**config.mk**
```make
export PLATFORM = sky130hd
export DESIGN_NAME = spi_xclk_master
export DESIGN_NICKNAME = d
export VERILOG_FILES = /design/src/rtl/spi_xclk_pkg.sv /design/src/rtl/spi_xclk_regs.sv /design/src/rtl/spi_xclk_tick.sv /design/src/rtl/spi_xclk_shift.sv /design/src/rtl/spi_xclk_master.sv
export SDC_FILE = /design/constraint.sdc
export NUM_CORES = 1
export LEC_CHECK = 0
export CORE_MARGIN = 10
export CORE_UTILIZATION = 50
export DETAILED_ROUTE_END_ITERATION = 12
export DONT_BUFFER_PORTS = 1
export PLACE_DENSITY = 0.77
export SYNTH_ARGS = -nofsm -noshare
export SYNTH_HDL_FRONTEND = slang
export SYNTH_SLANG_ARGS = --single-unit
export TNS_END_PERCENT = 5
```
**constraint.sdc**
```tcl
create_clock -name clk -period 2.88 [get_ports clk]
set_clock_uncertainty 0.2 [all_clocks]
set_input_delay 0.144 -clock clk [delete_from_list [all_inputs] [get_ports clk]]
set_output_delay 0.144 -clock clk [all_outputs]
set_load 0.03 [all_outputs]
```
**src/rtl/spi_xclk_pkg.sv**
```systemverilog
package spi_xclk_pkg;
   localparam int BUS_W  = 16;
   localparam int CDIV_W = 4;

   localparam logic [1:0] A_CTRL = 2'd0;
   localparam logic [1:0] A_STAT = 2'd1;
   localparam logic [1:0] A_DATA = 2'd2;

   // control field positions
   localparam int C_EXT    = 12;
   localparam int C_SDOREL = 11;
   localparam int C_WIDE   = 10;
   localparam int C_CAPLT  = 9;
   localparam int C_TRAIL  = 8;
   localparam int C_CPOL   = 6;
   localparam int C_MASTER = 5;
   localparam int C_IRQEN  = 4;

   // status field positions
   localparam int S_EN   = 15;
   localparam int S_OVF  = 6;
   localparam int S_BUSY = 2;
   localparam int S_DONE = 1;
   localparam int S_RXF  = 0;

   typedef struct packed {
      logic              ext_clk;
      logic              sdo_rel;
      logic              wide;
      logic              cap_late;
      logic              out_trail;
      logic              cpol;
      logic              master;
      logic              irq_en;
      logic [CDIV_W-1:0] div;
   } cfg_t;
endpackage

```
**src/rtl/spi_xclk_regs.sv**
```systemverilog
module spi_xclk_regs
   import spi_xclk_pkg::*;
#(
   parameter int LONG_W = 16
) (
   input  logic              clk,
   input  logic              rst_n,
   input  logic              bus_wr,
   input  logic              bus_rd,
   input  logic [1:0]        bus_addr,
   input  logic [BUS_W-1:0]  bus_wdata,
   output logic [BUS_W-1:0]  bus_rdata,
   input  logic              busy,
   input  logic              complete,
   input  logic [LONG_W-1:0] rx_word,
   output cfg_t              cfg,
   output logic              enable,
   output logic              start,
   output logic              ovf,
   output logic              done,
   output logic              rxf,
   output logic              irq
);
   logic [BUS_W-1:0]  ctrl_q;
   logic [LONG_W-1:0] rxbuf_q;
   logic              wr_ctrl, wr_stat, wr_data, rd_data, accept;

   assign wr_ctrl = bus_wr && (bus_addr == A_CTRL);
   assign wr_stat = bus_wr && (bus_addr == A_STAT);
   assign wr_data = bus_wr && (bus_addr == A_DATA);
   assign rd_data = bus_rd && (bus_addr == A_DATA);
   // a read in the completion cycle frees the buffer for the new word
   assign accept  = !rxf || rd_data;

   always_ff @(posedge clk or negedge rst_n) begin
      if (!rst_n) begin
         ctrl_q  <= '0;
         enable  <= 1'b0;
         ovf     <= 1'b0;
         done    <= 1'b0;
         rxf     <= 1'b0;
         rxbuf_q <= '0;
      end else begin
         if (wr_ctrl) ctrl_q <= bus_wdata;
         if (wr_stat) begin
            enable <= bus_wdata[S_EN];
            if (!bus_wdata[S_OVF])  ovf  <= 1'b0;
            if (!bus_wdata[S_DONE]) done <= 1'b0;
         end
         if (rd_data) rxf <= 1'b0;
         if (complete) begin
            done <= 1'b1;
            if (accept) begin
               rxbuf_q <= rx_word;
               rxf     <= 1'b1;
            end else begin
               ovf <= 1'b1;
            end
         end
      end
   end

   always_comb begin
      cfg.ext_clk   = ctrl_q[C_EXT];
      cfg.sdo_rel   = ctrl_q[C_SDOREL];
      cfg.wide      = ctrl_q[C_WIDE];
      cfg.cap_late  = ctrl_q[C_CAPLT];
      cfg.out_trail = ctrl_q[C_TRAIL];
      cfg.cpol      = ctrl_q[C_CPOL];
      cfg.master    = ctrl_q[C_MASTER];
      cfg.irq_en    = ctrl_q[C_IRQEN];
      cfg.div       = ctrl_q[CDIV_W-1:0];
   end

   assign start = wr_data && enable && cfg.master && !busy;
   assign irq   = done && cfg.irq_en;

   always_comb begin
      bus_rdata = '0;
      case (bus_addr)
         A_CTRL: bus_rdata = ctrl_q;
         A_STAT: begin
            bus_rdata[S_EN]   = enable;
            bus_rdata[S_OVF]  = ovf;
            bus_rdata[S_BUSY] = busy;
            bus_rdata[S_DONE] = done;
            bus_rdata[S_RXF]  = rxf;
         end
         A_DATA: bus_rdata = BUS_W'(rxbuf_q);
         default: bus_rdata = '0;
      endcase
   end
endmodule

```
**src/rtl/spi_xclk_tick.sv**
```systemverilog
module spi_xclk_tick
   import spi_xclk_pkg::*;
#(
   parameter int SYNC_STAGES = 2
) (
   input  logic              clk,
   input  logic              rst_n,
   input  logic              run,
   input  logic              ext_sel,
   input  logic [CDIV_W-1:0] div,
   input  logic              sck_i,
   output logic              tick
);
   logic [CDIV_W-1:0] cnt_q;
   logic              sync_q [SYNC_STAGES];
   logic              prev_q;
   logic              tick_int, tick_ext;

   // internal divider, parked at zero while idle or externally clocked
   always_ff @(posedge clk or negedge rst_n) begin
      if (!rst_n)                 cnt_q <= '0;
      else if (!run || ext_sel)   cnt_q <= '0;
      else if (cnt_q == div)      cnt_q <= '0;
      else                        cnt_q <= cnt_q + 1'b1;
   end
   assign tick_int = run && !ext_sel && (cnt_q == div);

   // synchronizer chain for the external clock pin
   for (genvar g = 0; g < SYNC_STAGES; g++) begin : g_sync
      if (g == 0) begin : g_first
         always_ff @(posedge clk or negedge rst_n)
            if (!rst_n) sync_q[g] <= 1'b0;
            else        sync_q[g] <= sck_i;
      end else begin : g_rest
         always_ff @(posedge clk or negedge rst_n)
            if (!rst_n) sync_q[g] <= 1'b0;
            else        sync_q[g] <= sync_q[g-1];
      end
   end

   always_ff @(posedge clk or negedge rst_n)
      if (!rst_n) prev_q <= 1'b0;
      else        prev_q <= sync_q[SYNC_STAGES-1];

   assign tick_ext = run && ext_sel && (sync_q[SYNC_STAGES-1] != prev_q);
   assign tick     = tick_int || tick_ext;
endmodule

```
**src/rtl/spi_xclk_shift.sv**
```systemverilog
module spi_xclk_shift
   import spi_xclk_pkg::*;
#(
   parameter int LONG_W  = 16,
   parameter int SHORT_W = 8
) (
   input  logic              clk,
   input  logic              rst_n,
   input  logic              enable,
   input  logic              start,
   input  logic              tick,
   input  cfg_t              cfg,
   input  logic [LONG_W-1:0] tx_in,
   input  logic              sdi,
   output logic              busy,
   output logic              shifting,
   output logic              complete,
   output logic [LONG_W-1:0] rx_word,
   output logic              sck_lvl,
   output logic              sdo
);
   localparam int CNT_W = $clog2(2 * LONG_W + 2);

   logic [LONG_W-1:0] tx_q, rx_q, tx_load;
   logic [CNT_W-1:0]  tcnt_q, capcnt_q, t_now, nbits, twice, last_t, c0, s0;
   logic              fin_q, ph_q, tail, cap, shf, tog;

   assign nbits  = cfg.wide ? CNT_W'(LONG_W) : CNT_W'(SHORT_W);
   assign twice  = nbits << 1;
   assign tail   = !cfg.out_trail && cfg.cap_late && !cfg.ext_clk;
   assign last_t = twice + CNT_W'(tail);
   assign t_now  = tcnt_q + 1'b1;
   // first capture transition and first output-change transition
   assign c0 = cfg.out_trail ? (cfg.cap_late ? CNT_W'(2) : CNT_W'(1))
                             : (cfg.cap_late ? CNT_W'(3) : CNT_W'(2));
   assign s0 = cfg.out_trail ? CNT_W'(2) : CNT_W'(3);

   assign tog = (t_now <= twice);
   assign cap = ((t_now >= c0) && (t_now[0] == c0[0]) && (capcnt_q < nbits))
             || ((t_now == last_t) && (capcnt_q == nbits - 1'b1));
   assign shf = (t_now >= s0) && (t_now[0] == s0[0]) && (t_now < twice);

   if (SHORT_W < LONG_W) begin : g_pad
      assign tx_load = cfg.wide ? tx_in
                                : {tx_in[SHORT_W-1:0], {(LONG_W-SHORT_W){1'b0}}};
   end else begin : g_same
      assign tx_load = tx_in;
   end

   always_ff @(posedge clk or negedge rst_n) begin
      if (!rst_n) begin
         busy     <= 1'b0;
         fin_q    <= 1'b0;
         ph_q     <= 1'b0;
         tcnt_q   <= '0;
         capcnt_q <= '0;
         tx_q     <= '0;
         rx_q     <= '0;
      end else if (!enable) begin
         busy  <= 1'b0;
         fin_q <= 1'b0;
         ph_q  <= 1'b0;
      end else if (start && !busy) begin
         busy     <= 1'b1;
         fin_q    <= 1'b0;
         ph_q     <= 1'b0;
         tcnt_q   <= '0;
         capcnt_q <= '0;
         tx_q     <= tx_load;
         rx_q     <= '0;
      end else if (fin_q) begin
         busy  <= 1'b0;
         fin_q <= 1'b0;
      end else if (busy && tick) begin
         tcnt_q <= t_now;
         if (tog) ph_q <= ~ph_q;
         if (cap) begin
            rx_q     <= {rx_q[LONG_W-2:0], sdi};
            capcnt_q <= capcnt_q + 1'b1;
         end
         if (shf) tx_q <= {tx_q[LONG_W-2:0], 1'b0};
         if (t_now == last_t) fin_q <= 1'b1;
      end
   end

   assign shifting = busy && !fin_q;
   assign complete = fin_q;
   assign rx_word  = rx_q;
   assign sck_lvl  = cfg.cpol ^ ph_q;
   assign sdo      = tx_q[LONG_W-1];
endmodule

```
**src/rtl/spi_xclk_master.sv**
```systemverilog
module spi_xclk_master
   import spi_xclk_pkg::*;
#(
   parameter int LONG_W      = 16,
   parameter int SHORT_W     = 8,
   parameter int SYNC_STAGES = 2
) (
   input  logic        clk,
   input  logic        rst_n,
   input  logic        bus_wr,
   input  logic        bus_rd,
   input  logic [1:0]  bus_addr,
   input  logic [15:0] bus_wdata,
   output logic [15:0] bus_rdata,
   input  logic        sck_i,
   output logic        sck_o,
   output logic        sck_oe,
   output logic        sdo_o,
   output logic        sdo_oe,
   input  logic        sdi_i,
   output logic        irq_o
);
   if (LONG_W > BUS_W || SHORT_W >= LONG_W || SHORT_W < 2) begin : g_bad_width
      $error("spi_xclk_master: need 2 <= SHORT_W < LONG_W <= 16");
   end
   if (SYNC_STAGES < 2) begin : g_bad_sync
      $error("spi_xclk_master: SYNC_STAGES must be at least 2");
   end

   cfg_t              cfg;
   logic              enable, start, busy, shifting, complete, tick;
   logic              st_ovf, st_done, st_rxf;
   logic [LONG_W-1:0] rx_word;

   spi_xclk_regs #(.LONG_W(LONG_W)) u_regs (
      .clk(clk), .rst_n(rst_n), .bus_wr(bus_wr), .bus_rd(bus_rd),
      .bus_addr(bus_addr), .bus_wdata(bus_wdata), .bus_rdata(bus_rdata),
      .busy(busy), .complete(complete), .rx_word(rx_word), .cfg(cfg),
      .enable(enable), .start(start), .ovf(st_ovf), .done(st_done),
      .rxf(st_rxf), .irq(irq_o)
   );

   spi_xclk_tick #(.SYNC_STAGES(SYNC_STAGES)) u_tick (
      .clk(clk), .rst_n(rst_n), .run(shifting), .ext_sel(cfg.ext_clk),
      .div(cfg.div), .sck_i(sck_i), .tick(tick)
   );

   spi_xclk_shift #(.LONG_W(LONG_W), .SHORT_W(SHORT_W)) u_shift (
      .clk(clk), .rst_n(rst_n), .enable(enable), .start(start), .tick(tick),
      .cfg(cfg), .tx_in(bus_wdata[LONG_W-1:0]), .sdi(sdi_i), .busy(busy),
      .shifting(shifting), .complete(complete), .rx_word(rx_word),
      .sck_lvl(sck_o), .sdo(sdo_o)
   );

   assign sck_oe = enable && cfg.master && !cfg.ext_clk;
   assign sdo_oe = enable && cfg.master && !cfg.sdo_rel;
endmodule

```
==> results by group, run 1 <==
Final layout
  – Filler cell count: 664
  – Commonest non-fill, non-tap cells in the layout: dfrtp_1 (89), nand2_1 (40), mux2_2 (31)
  – Fraction of layout cells with a size suffix above 1: 20.7%
  – Fin area: 5230 µm²
  – N_diodes: 0
  – Final net count: 476
  – Most common cell after layout, fill and taps aside: dfrtp_1
  – Syn-to-layout area delta: 17.9%

Yosys
  – Register area share after synthesis: 50.8%
  – Synth Register Bits: 90
  – Cell Area, Synth: 4440 µm²
  – Largest area contributor in the netlist: dfrtp_1
  – Area contributors post-synth: dfrtp_1 (51%), mux2_2 (7.9%), mux2i_1 (5.4%)
  – Ys Warns: 0
  – Syn_area_per_cell: 11.4 µm²
  – Post-synthesis cell count: 390
  – Post-synthesis net count: 427
  – Synth unique cells: 50
  – Synth top area share: 50.8%

Timing
  – Period utilization: 95.9%
  – Max Clock Freq: 0.362 GHz
  – Worst Tran Pin Value: 0.813 ns
  – RSZ-0062 raised after global routing: no
  – Hold WS: 0.0111 ns
  – Max Slew Vio Count: 0
  – Fin crit period: 2.76 ns
  – Final WS setup: 0.119 ns
  – Setup-failing EPs final: 0
  – Slew HR: 45.6%
  – Final hold vios: 0

GRT
  – Global Route Usage Sum: 17.2%
  – Antenna violations before repair: 0
  – Largest net degree at the start of global routing: 91
  – Vias in the first global route: 3426
  – Gr ovfl total: 0
  – Global-route wire length before repair: 18.1 mm

Power
  – Pwr Density: 695 nW/µm²
  – Maximum VDD drop: 0.447 mV
  – Lkg Pwr: 2.36 nW

Clock tree
  – Root buffer cell: clkbuf_8
  – CTS Buffer Depth: 2
  – CTS tree: yes
  – Clk pin slew, worst setup/hold paths: 0.09 ns
  – TritonCTS buffer count: 9
  – H-Tree Depth: 3
  – Clock latency on the worst-skew pair: 0.37 ns
  – CTS sink cnt: 90

Die
  – Core Region: 8680 µm²
  – Initial core utilization: 51.1%
  – Num rows: 34
  – Top Ports: 45
  – Die Area: 13000 µm²
  – Die Ht: 114 µm
  – Die Wd: 114 µm

Worst setup path
  – Crit path launch type: flip-flop
  – Worst EP required: 2.94 ns
  – WS Path Type: flip-flop to flip-flop
  – CP endpoint kind: flip-flop
  – Crit path largest cell delay: 0.46 ns
  – CP Cell Sequence: ha_1, ha_1, or2_2, a2111oi_4, o22a_2, nor2_4, buf_12, mux2_2
  – Crit path top cell by count: ha_1
  – Buf+Inv Stages, Crit Path: 1
  – CP top delay family: adder cells
  – CP max-delay cell: dfrtp_2
  – CP Max Fanout: 17
  – Crit path DAT: 2.83 ns

Placement
  – Pre-CTS setup slack: 0.0113 ns
  – Port Buf Inserts: 0
  – Global placer's final weighted congestion: 0.944
  – Post-DP HPWL: 7.26 mm
  – Area after DPL: 4640 µm²

Detailed routing
  – Drc violations: 0
  – Wire per inst: 19.8 µm
  – Routed vias/inst: 5.99
  – Post-route ant nets: 0
  – DR pass1 iterations: 4
  – Routed WL: 10.9 mm
  – Starting DRT DRC Count: 271
  – Via count: 3308

Job
  – Max Cap Violations: 0

Status
  – Status: complete, no violations

Hold path
  – Hold Crit Class: primary input to flip-flop
[cell type report]
cell class / count / area (µm²) / area share, %
tap: 108 / 135 / 2.58
sequential: 90 / 2250 / 43.1
clock buffer: 10 / 138 / 2.63
timing repair buffer: 57 / 543 / 10.4
inverter: 11 / 41.3 / 0.789
clock inverter: 6 / 70.1 / 1.34
multi-input combinational: 270 / 2050 / 39.2
[registers in the layout, indices dropped and copies added, names as in the netlist, 2 cells and up]
register and flops:
u_shift.tcnt_q 6, u_regs.ctrl_q 16, u_tick.sync_q 2, u_shift.tx_q 16, u_shift.capcnt_q 6, u_tick.cnt_q 4, u_regs.rxbuf_q 16, u_shift.rx_word 16
[routing by layer]
metal  GRT usage [%]  vias up  wire length [µm]
met5               0        -                 0
met4            9.36        0               403
met3            3.09       31               483
met2            27.8      101              5370
met1            21.4     1664              4670
li1                -     1512                 -
[kinds of logic after synthesis]
family                   Yosys count  share of synthesized area [%]
XOR/XNOR                          12                           2.37
flip-flops                        90                           50.8
AND/OR/NAND/NOR                  108                           11.7
adder cells (fa/ha/maj)           13                           3.67
AO/OA/AOI/OAI                     82                           14.8
buffers and inverters             30                           3.41
multiplexers                      55                           13.3
[worst register-to-register path, stage by stage, from the launching register on]
cell	delay [ns]
dfrtp_2	0.46
ha_1	0.32
ha_1	0.32
or2_2	0.32
a2111oi_4	0.27
o22a_2	0.29
nor2_4	0.07
buf_12	0.16
mux2_2	0.25
[per-stage QoR]
step	utilization [%]	setup TNS, ns	total power [mW]	instances
6_report	60.3	0	3.63	552
4_1_cts	59.9	-0.0127	3.58	550
5_1_grt	60.3	0	3.83	552
3_3_place_gp	53.4	0	2.56	502
2_1_floorplan	-	0	2.34	390
3_5_place_dp	53.4	0	2.60	502
[report_power, final]
| group | internal [mW] | switching [mW] | total (mW) |
|---|---|---|---|
| Sequential | 1.44 | 0.172 | 1.61 |
| Combinational | 0.497 | 0.613 | 1.11 |
| Clock | 0.434 | 0.480 | 0.914 |
[timing repair]
action,CTS,global route
setup endpoints to repair,18,27
gates resized for setup,0,4
endpoints found under the hold margin,129,0
pin swaps,2,3
hold buffers,29,0
setup buffers,3,2
[cell usage after synthesis, drive strengths merged]
cell type   n
mux2       31
nand4b      1
o2111ai     1
o2bb2ai     7
nor3b       1
inv        11
dfrtp      90
a211o       1
clkbuf      7
and3        4
a2111oi     3
nor4        1
xnor2       9
o31a        1
o22ai       1
buf        12
a311o       1
o31ai       2
nand3      11
a22o       18
o21ai      21
a41oi       1
nor3        5
nand4       4
o221ai      8
nand3b      3
mux2i      24
a21oi       6
o21a        2
xor2        3
and2        2
nor2b       4
a22oi       7
a21o        1
or2         1
ha         13
nand2b      2
nor2       28
o22a        1
nand2      41
[final timing paths]
| check | cells past startpoint | endpoint | slack (ns) | from |
|---|---|---|---|---|
| worst max register to register | 8 | u_shift.capcnt_q[0] | 0.12 | u_shift.tcnt_q[1] |
| worst min-delay path | 4 | u_regs.ctrl_q[9] | 0.01 | bus_addr[1] |
| worst min register to register | 0 | u_tick.sync_q[0] | 0.16 | u_tick.sync_q[1] |
| min in group asynchronous | 2 | u_shift.tx_q[10] | 0.13 | rst_n |
| worst max-delay path | 8 | u_shift.capcnt_q[0] | 0.12 | u_shift.tcnt_q[1] |
| max in group asynchronous | 2 | u_regs.ctrl_q[2] | 2.00 | rst_n |
Power figures use the tool's default switching activity.
==> run 2, diff against run 1 <==
- PLACE_DENSITY: 0.77 -> 0.68
==> run 2 against run 1 <==
Core utilization shrank 0.29 points. Count of clock-buffer cells in the layout unchanged. Register-to-register slack hardly changed. Critical endpoint unchanged. Largest power group unchanged. Critical path depth unchanged. Sequential share of layout area rose by 0.18 points.
==> results by group, run 2 (synthesis gave the netlist of run 1 again) <==
GRT
  – Global Route Usage Sum: 16.8% (-0.48 points)
  – Largest net degree at the start of global routing: 91 (unchanged)
  – Gr ovfl total: 0 (unchanged)
  – Vias in the first global route: 3227 (-5.8%)
  – Global-route wire length before repair: 17.5 mm (-3.0%)
  – Antenna violations before repair: 0 (unchanged)

Final layout
  – Filler cell count: 736 (+11%)
  – Most common cell after layout, fill and taps aside: dfrtp_1
  – N_diodes: 0 (unchanged)
  – Multi-input logic area: 2060 µm² (+0.37%)
  – Fraction of layout cells with a size suffix above 1: 20.3% (-0.45 points)
  – Fin area: 5210 µm² (-0.48%)
  – Final net count: 476 (unchanged)
  – Register area: 2250 µm² (about the same)
  – Syn-to-layout area delta: 17.4%
  – Commonest non-fill, non-tap cells in the layout: dfrtp_1 (90), nand2_1 (40), mux2_2 (31)

Worst setup path
  – Critical R2R Launch: u_shift.tcnt_q[0]
  – Crit path top cell by count: ha_1
  – CP max-delay cell: dfrtp_1
  – R2R Setup Slk: 0.12 ns (about the same)
  – WS Path Type: flip-flop to flip-flop
  – Buf+Inv Stages, Crit Path: 1 (unchanged)
  – CP Max Fanout: 6 (-11)
  – CP top delay family: adder cells
  – Critical R2R Capture: u_shift.capcnt_q[0]
  – Crit path DAT: 2.81 ns (-0.02 ns)
  – Crit path launch type: flip-flop
  – Crit path largest cell delay: 0.43 ns (-0.03 ns)
  – CP endpoint kind: flip-flop
  – Worst EP required: 2.93 ns (about the same)
  – CP Cell Sequence: ha_1, ha_1, or2_2, a2111oi_4, o22a_4, nor2_4, buf_4, mux2_2
  – R2R depth: 8 (unchanged)

Timing
  – Slew HR: 49.8% (+4.1 points)
  – Max Slew Vio Count: 0 (unchanged)
  – Period utilization: 95.8% (about the same)
  – Max Clock Freq: 0.362 GHz (about the same)
  – Final hold vios: 0 (unchanged)
  – Setup TNS Final: 0 ns (unchanged)
  – Worst Tran Pin Value: 0.751 ns (-0.0617 ns)
  – RSZ-0062 raised after global routing: no
  – Fin crit period: 2.76 ns (-0.00103 ns)
  – Setup-failing EPs final: 0 (unchanged)

Die
  – Core Region: 8680 µm² (unchanged)
  – Top Ports: 45 (unchanged)
  – Die Area: 13000 µm² (unchanged)
  – Die Wd: 114 µm (unchanged)
  – Die Ht: 114 µm (unchanged)
  – Initial core utilization: 51.1% (unchanged)
  – Num rows: 34 (unchanged)

Hold path
  – HP Start: bus_addr[0]
  – Hold Crit Endpoint: u_regs.rxf
  – Hold Crit Class: primary input to flip-flop
  – WHS Path Cells: 5 (+1)

Detailed routing
  – Wire per inst: 19.4 µm (-2.1%)
  – DR pass1 iterations: 5 (+1)
  – Drc violations: 0 (unchanged)
  – Starting DRT DRC Count: 231 (-15%)
  – Post-route ant nets: 0 (unchanged)
  – Routed WL: 10.7 mm (-2.1%)
  – Routed vias/inst: 5.81 (-3.0%)
  – Via count: 3208 (-3.0%)

Clock tree
  – H-Tree Depth: 3 (unchanged)
  – CTS tree: yes
  – TritonCTS buffer count: 9 (unchanged)
  – Clock latency on the worst-skew pair: 0.37 ns (about the same)
  – Clk pin slew, worst setup/hold paths: 0.10 ns (about the same)
  – CTS Buffer Depth: 2 (unchanged)
  – CTS sink cnt: 90 (unchanged)
  – Root buffer cell: clkbuf_8

Placement
  – Global placer's final weighted congestion: 0.837 (-11%)
  – Post-DP HPWL: 7.42 mm (+2.2%)
  – Area after DPL: 4670 µm² (+0.76%)
  – Port Buf Inserts: 0 (unchanged)

Power
  – Pwr Density: 671 nW/µm² (-3.4%)
  – Maximum VDD drop: 0.413 mV (-7.8%)
  – Lkg Pwr: 2.34 nW (-0.95%)

Status
  – Status: complete, no violations

Job
  – Max Cap Violations: 0 (unchanged)
==> run 2: worst register-to-register path, stage by stage, from the launching register on <==
cell and delay [ns]:
dfrtp_1 0.43, ha_1 0.37, ha_1 0.31, or2_2 0.32, a2111oi_4 0.30, o22a_4 0.26, nor2_4 0.06, buf_4 0.14
mux2_2 0.25
==> run 2: area by class of cell <==
type / instances / area share, %
clock inverter: 6 / 0.937
sequential: 90 / 43.3
tap: 108 / 2.60
timing repair buffer: 57 / 10.4
inverter: 11 / 0.793
multi-input combinational: 270 / 39.5
clock buffer: 10 / 2.45
==> run 2: worst max-delay path by stage <==
| stage | from | endpoint | depth (start not counted) |
|---|---|---|---|
| 2_1_floorplan | u_shift.tcnt_q[0] | u_shift.capcnt_q[4] | 11 |
| 3_3_place_gp | u_shift.tcnt_q[0] | u_shift.capcnt_q[0] | 7 |
| 3_5_place_dp | u_shift.tcnt_q[0] | u_shift.capcnt_q[0] | 7 |
| 4_1_cts | u_shift.tcnt_q[0] | u_shift.capcnt_q[0] | 10 |
| 5_1_grt | u_shift.tcnt_q[0] | u_shift.capcnt_q[0] | 8 |
| 6_report | u_shift.tcnt_q[0] | u_shift.capcnt_q[0] | 8 |
==> run 2: routing by layer <==
metal  global-route usage (%)  vias up  part of all wire (%)
li1                         -     1515                     -
met1                     21.9     1596                    44
met2                     27.1       87                    50
met3                     3.41       10                   4.7
met4                     5.60        0                   1.2
met5                        0        -                     0
==> run 2: repair_timing <==
action | in CTS | in global routing
setup buffers | 0 | 2
resized for setup | 0 | 4
hold endpoints to repair | 129 | 0
hold buffers | 29 | 0
endpoints found under the setup margin | 0 | 25
==> run 2: power by group <==
| group | switching [mW] | internal (mW) | total (mW) |
|---|---|---|---|
| sequential | 0.169 | 1.44 | 1.61 |
| clock | 0.479 | 0.322 | 0.800 |
| combinational | 0.614 | 0.473 | 1.09 |
==> run 2: per-stage QoR <==
step | total power [mW] | instances | util, % | setup slack, ns | hold WS, ns
6_report | 3.49 | 552 | 60.0 | 0.120 | 0.0128
3_3_place_gp | 2.57 | 505 | 53.8 | 0.134 | -0.348
5_1_grt | 3.69 | 552 | 60.0 | 0.00469 | 0.0210
3_5_place_dp | 2.60 | 505 | 53.8 | 0.0978 | -0.347
4_1_cts | 3.47 | 550 | 59.4 | 0.0515 | 0.00340
2_1_floorplan | 2.34 | 390 | - | 0.0486 | -0.352
==> run 3, diff against run 2 <==
--- a/config.mk
+++ b/config.mk
@@ -10,5 +10,5 @@
 export DETAILED_ROUTE_END_ITERATION = 12
 export DONT_BUFFER_PORTS = 1
-export PLACE_DENSITY = 0.68
+export PLACE_DENSITY = 0.72
 export SYNTH_ARGS = -nofsm -noshare
 export SYNTH_HDL_FRONTEND = slang
--- a/constraint.sdc
+++ b/constraint.sdc
@@ -3,3 +3,3 @@
 set_input_delay 0.144 -clock clk [delete_from_list [all_inputs] [get_ports clk]]
 set_output_delay 0.144 -clock clk [all_outputs]
-set_load 0.03 [all_outputs]
+set_load 0.1 [all_outputs]
==> run 3 against run 2 <==
Global-route usage shrank 0.25 points. Critical endpoint is now u_shift.capcnt_q[4]. Maximum frequency grew 0.70%. Highest routed layer unchanged. First-iteration DRC count shrank 8.7%.
==> results by group, run 3 (synthesis gave the netlist of run 1 again) <==
Clock tree
  – Clk pin slew, worst setup/hold paths: 0.10 ns (about the same)
  – TritonCTS buffer count: 9 (unchanged)
  – H-Tree Depth: 3 (unchanged)
  – CTS Buffer Depth: 2 (unchanged)
  – Root buffer cell: clkbuf_8
  – Clock latency on the worst-skew pair: 0.37 ns (about the same)
  – CTS tree: yes
  – CTS sink cnt: 90 (unchanged)

Timing
  – Setup-failing EPs final: 0 (unchanged)
  – Setup TNS Final: 0 ns (unchanged)
  – Hold WS: 0.0274 ns (+0.0146 ns)
  – Period utilization: 95.2% (-0.66 points)
  – RSZ-0062 raised after global routing: yes
  – Final hold vios: 0 (unchanged)
  – Max Slew Vio Count: 0 (unchanged)
  – Fin crit period: 2.74 ns (-0.0191 ns)
  – Max Clock Freq: 0.365 GHz (+0.70%)
  – Slew HR: 35.3% (-14 points)
  – Worst Tran Pin Value: 0.977 ns (+0.226 ns)

Placement
  – Global placer's final weighted congestion: 0.816 (-2.6%)
  – Port Buf Inserts: 0 (unchanged)
  – Post-DP HPWL: 7.28 mm (-1.8%)

Die
  – Die Ht: 114 µm (unchanged)
  – Core Region: 8680 µm² (unchanged)
  – Initial core utilization: 51.1% (unchanged)
  – Die Wd: 114 µm (unchanged)
  – Top Ports: 45 (unchanged)
  – Num rows: 34 (unchanged)
  – Die Area: 13000 µm² (unchanged)

Final layout
  – Final net count: 487 (+2.3%)
  – Commonest non-fill, non-tap cells in the layout: dfrtp_1 (88), nand2_1 (40), buf_4 (39)
  – Multi-input logic area: 2130 µm² (+3.5%)
  – Register area: 2250 µm² (+0.11%)
  – Syn-to-layout area delta: 20.6%
  – Most common cell after layout, fill and taps aside: dfrtp_1
  – Fraction of layout cells with a size suffix above 1: 27.3% (+7.0 points)
  – Filler cell count: 686 (-6.8%)
  – N_diodes: 0 (unchanged)

Power
  – Pint: 2.30 mW (+2.9%)
  – Clock power share: 21.0% (-1.9 points)
  – Sw Pwr: 1.45 mW (+15%)
  – Lkg Pwr: 2.40 nW (+2.6%)
  – Net Sw Frac: 38.7% (+2.6 points)
  – Logic pwr share: 36.0% (+4.9 points)
  – Maximum VDD drop: 0.378 mV (-8.4%)
  – Seq pwr share: 43.0% (-3.0 points)
  – Pwr Density: 700 nW/µm² (+4.3%)

Worst setup path
  – CP Max Fanout: 5 (-1)
  – CP max-delay cell: dfrtp_2
  – Crit path launch type: flip-flop
  – CP Cell Sequence: nand3_4, o21a_1, nor2_2, inv_1, ha_1, o2111ai_1, a311o_1, o22a_2, o31a_1, o21a_1
  – Crit path largest cell delay: 0.45 ns (+0.02 ns)
  – CP endpoint kind: flip-flop
  – WS Path Type: flip-flop to flip-flop
  – Crit path top cell by count: o21a_1
  – R2R depth: 10 (+2)
  – Worst EP required: 2.93 ns (about the same)
  – Crit path DAT: 2.79 ns (-0.02 ns)

Detailed routing
  – Routed WL: 10.5 mm (-1.6%)
  – Via count: 3237 (+0.90%)
  – DR pass1 iterations: 6 (+1)
  – Wire per inst: 18.7 µm (-3.3%)
  – Post-route ant nets: 0 (unchanged)
  – Routed vias/inst: 5.76 (-0.89%)
  – Drc violations: 0 (unchanged)
  – Starting DRT DRC Count: 211 (-8.7%)

GRT
  – Global Route Usage Sum: 16.5% (-0.25 points)
  – Antenna violations before repair: 0 (unchanged)
  – Gr ovfl total: 0 (unchanged)
  – Global-route wire length before repair: 17.4 mm (-0.63%)
  – Largest net degree at the start of global routing: 91 (unchanged)
  – Vias in the first global route: 3353 (+3.9%)

Status
  – Status: complete, no violations

Job
  – Max Cap Violations: 0 (unchanged)

Hold path
  – Hold Crit Class: primary input to flip-flop
  – WHS Path Cells: 4 (-1)
run 3: what timing repair did:
item | in CTS | in global routing
buffers inserted | 4 | 1
resized for setup | 2 | 5
setup endpoints to repair | 19 | 27
endpoints found under the hold margin | 129 | 0
hold buffers | 27 | 0
pin swaps | 4 | 1
run 3: final cells by class:
cell class                 count  area share [%]
clock buffer                  10            2.39
clock inverter                 5           0.749
inverter                      11           0.772
multi-input combinational    270            39.8
sequential                    90            42.2
tap                          108            2.53
timing repair buffer          68            11.6
run 3: power by group through the flow:
stage	sequential [mW]	clock, mW	combinational, mW
after global placement	1.60	0	1.20
after detailed placement	1.61	0	1.22
after CTS	1.59	0.798	1.31
after floorplan	1.63	0	0.892
after global routing	1.63	0.844	1.47
final	1.61	0.787	1.35
run 3: metrics by stage:
stage	power (mW)	instances	cell area [µm²]	util, %	setup WS [ns]
floorplan	2.52	390	4440	-	-0.181
global placement	2.80	515	4790	55.2	0.00818
detailed placement	2.83	515	4790	55.2	-0.0547
CTS	3.70	561	5320	61.3	0.0205
global route	3.94	562	5350	61.6	-0.0119
finish	3.74	562	5350	61.6	0.139
run 3: metal layers:
layer	track usage (%)	vias to the layer above	part of all wire [%]
met1	20.7	1613	44
met2	27.5	82	50
li1	-	1527	-
met5	0	-	0
met3	3.25	15	4.4
met4	6.27	0	1.8
run 3: final timing paths:
| kind | start | to | slack, ns |
|---|---|---|---|
| setup / recovery | u_shift.tcnt_q[1] | u_shift.capcnt_q[4] | 0.14 |
| hold / removal | bus_addr[1] | u_regs.ctrl_q[9] | 0.03 |
| setup reg to reg | u_shift.tcnt_q[1] | u_shift.capcnt_q[4] | 0.14 |
| hold reg to reg | u_tick.sync_q[1] | u_tick.sync_q[0] | 0.15 |
| max in group asynchronous | rst_n | u_shift.ph_q | 1.98 |
| min in group asynchronous | rst_n | u_shift.tcnt_q[3] | 0.12 |
run 3: worst max-delay path: cells and delay by family, from the launching register on:
| family | cells | cell delay [ns] |
|---|---|---|
| adders and majority gates | 1 | 0.27 |
| and+or+nand+nor | 2 | 0.24 |
| buffers and inverters | 1 | 0.07 |
| DFF | 1 | 0.45 |
| AOI/OAI and AO/OA | 6 | 1.40 |
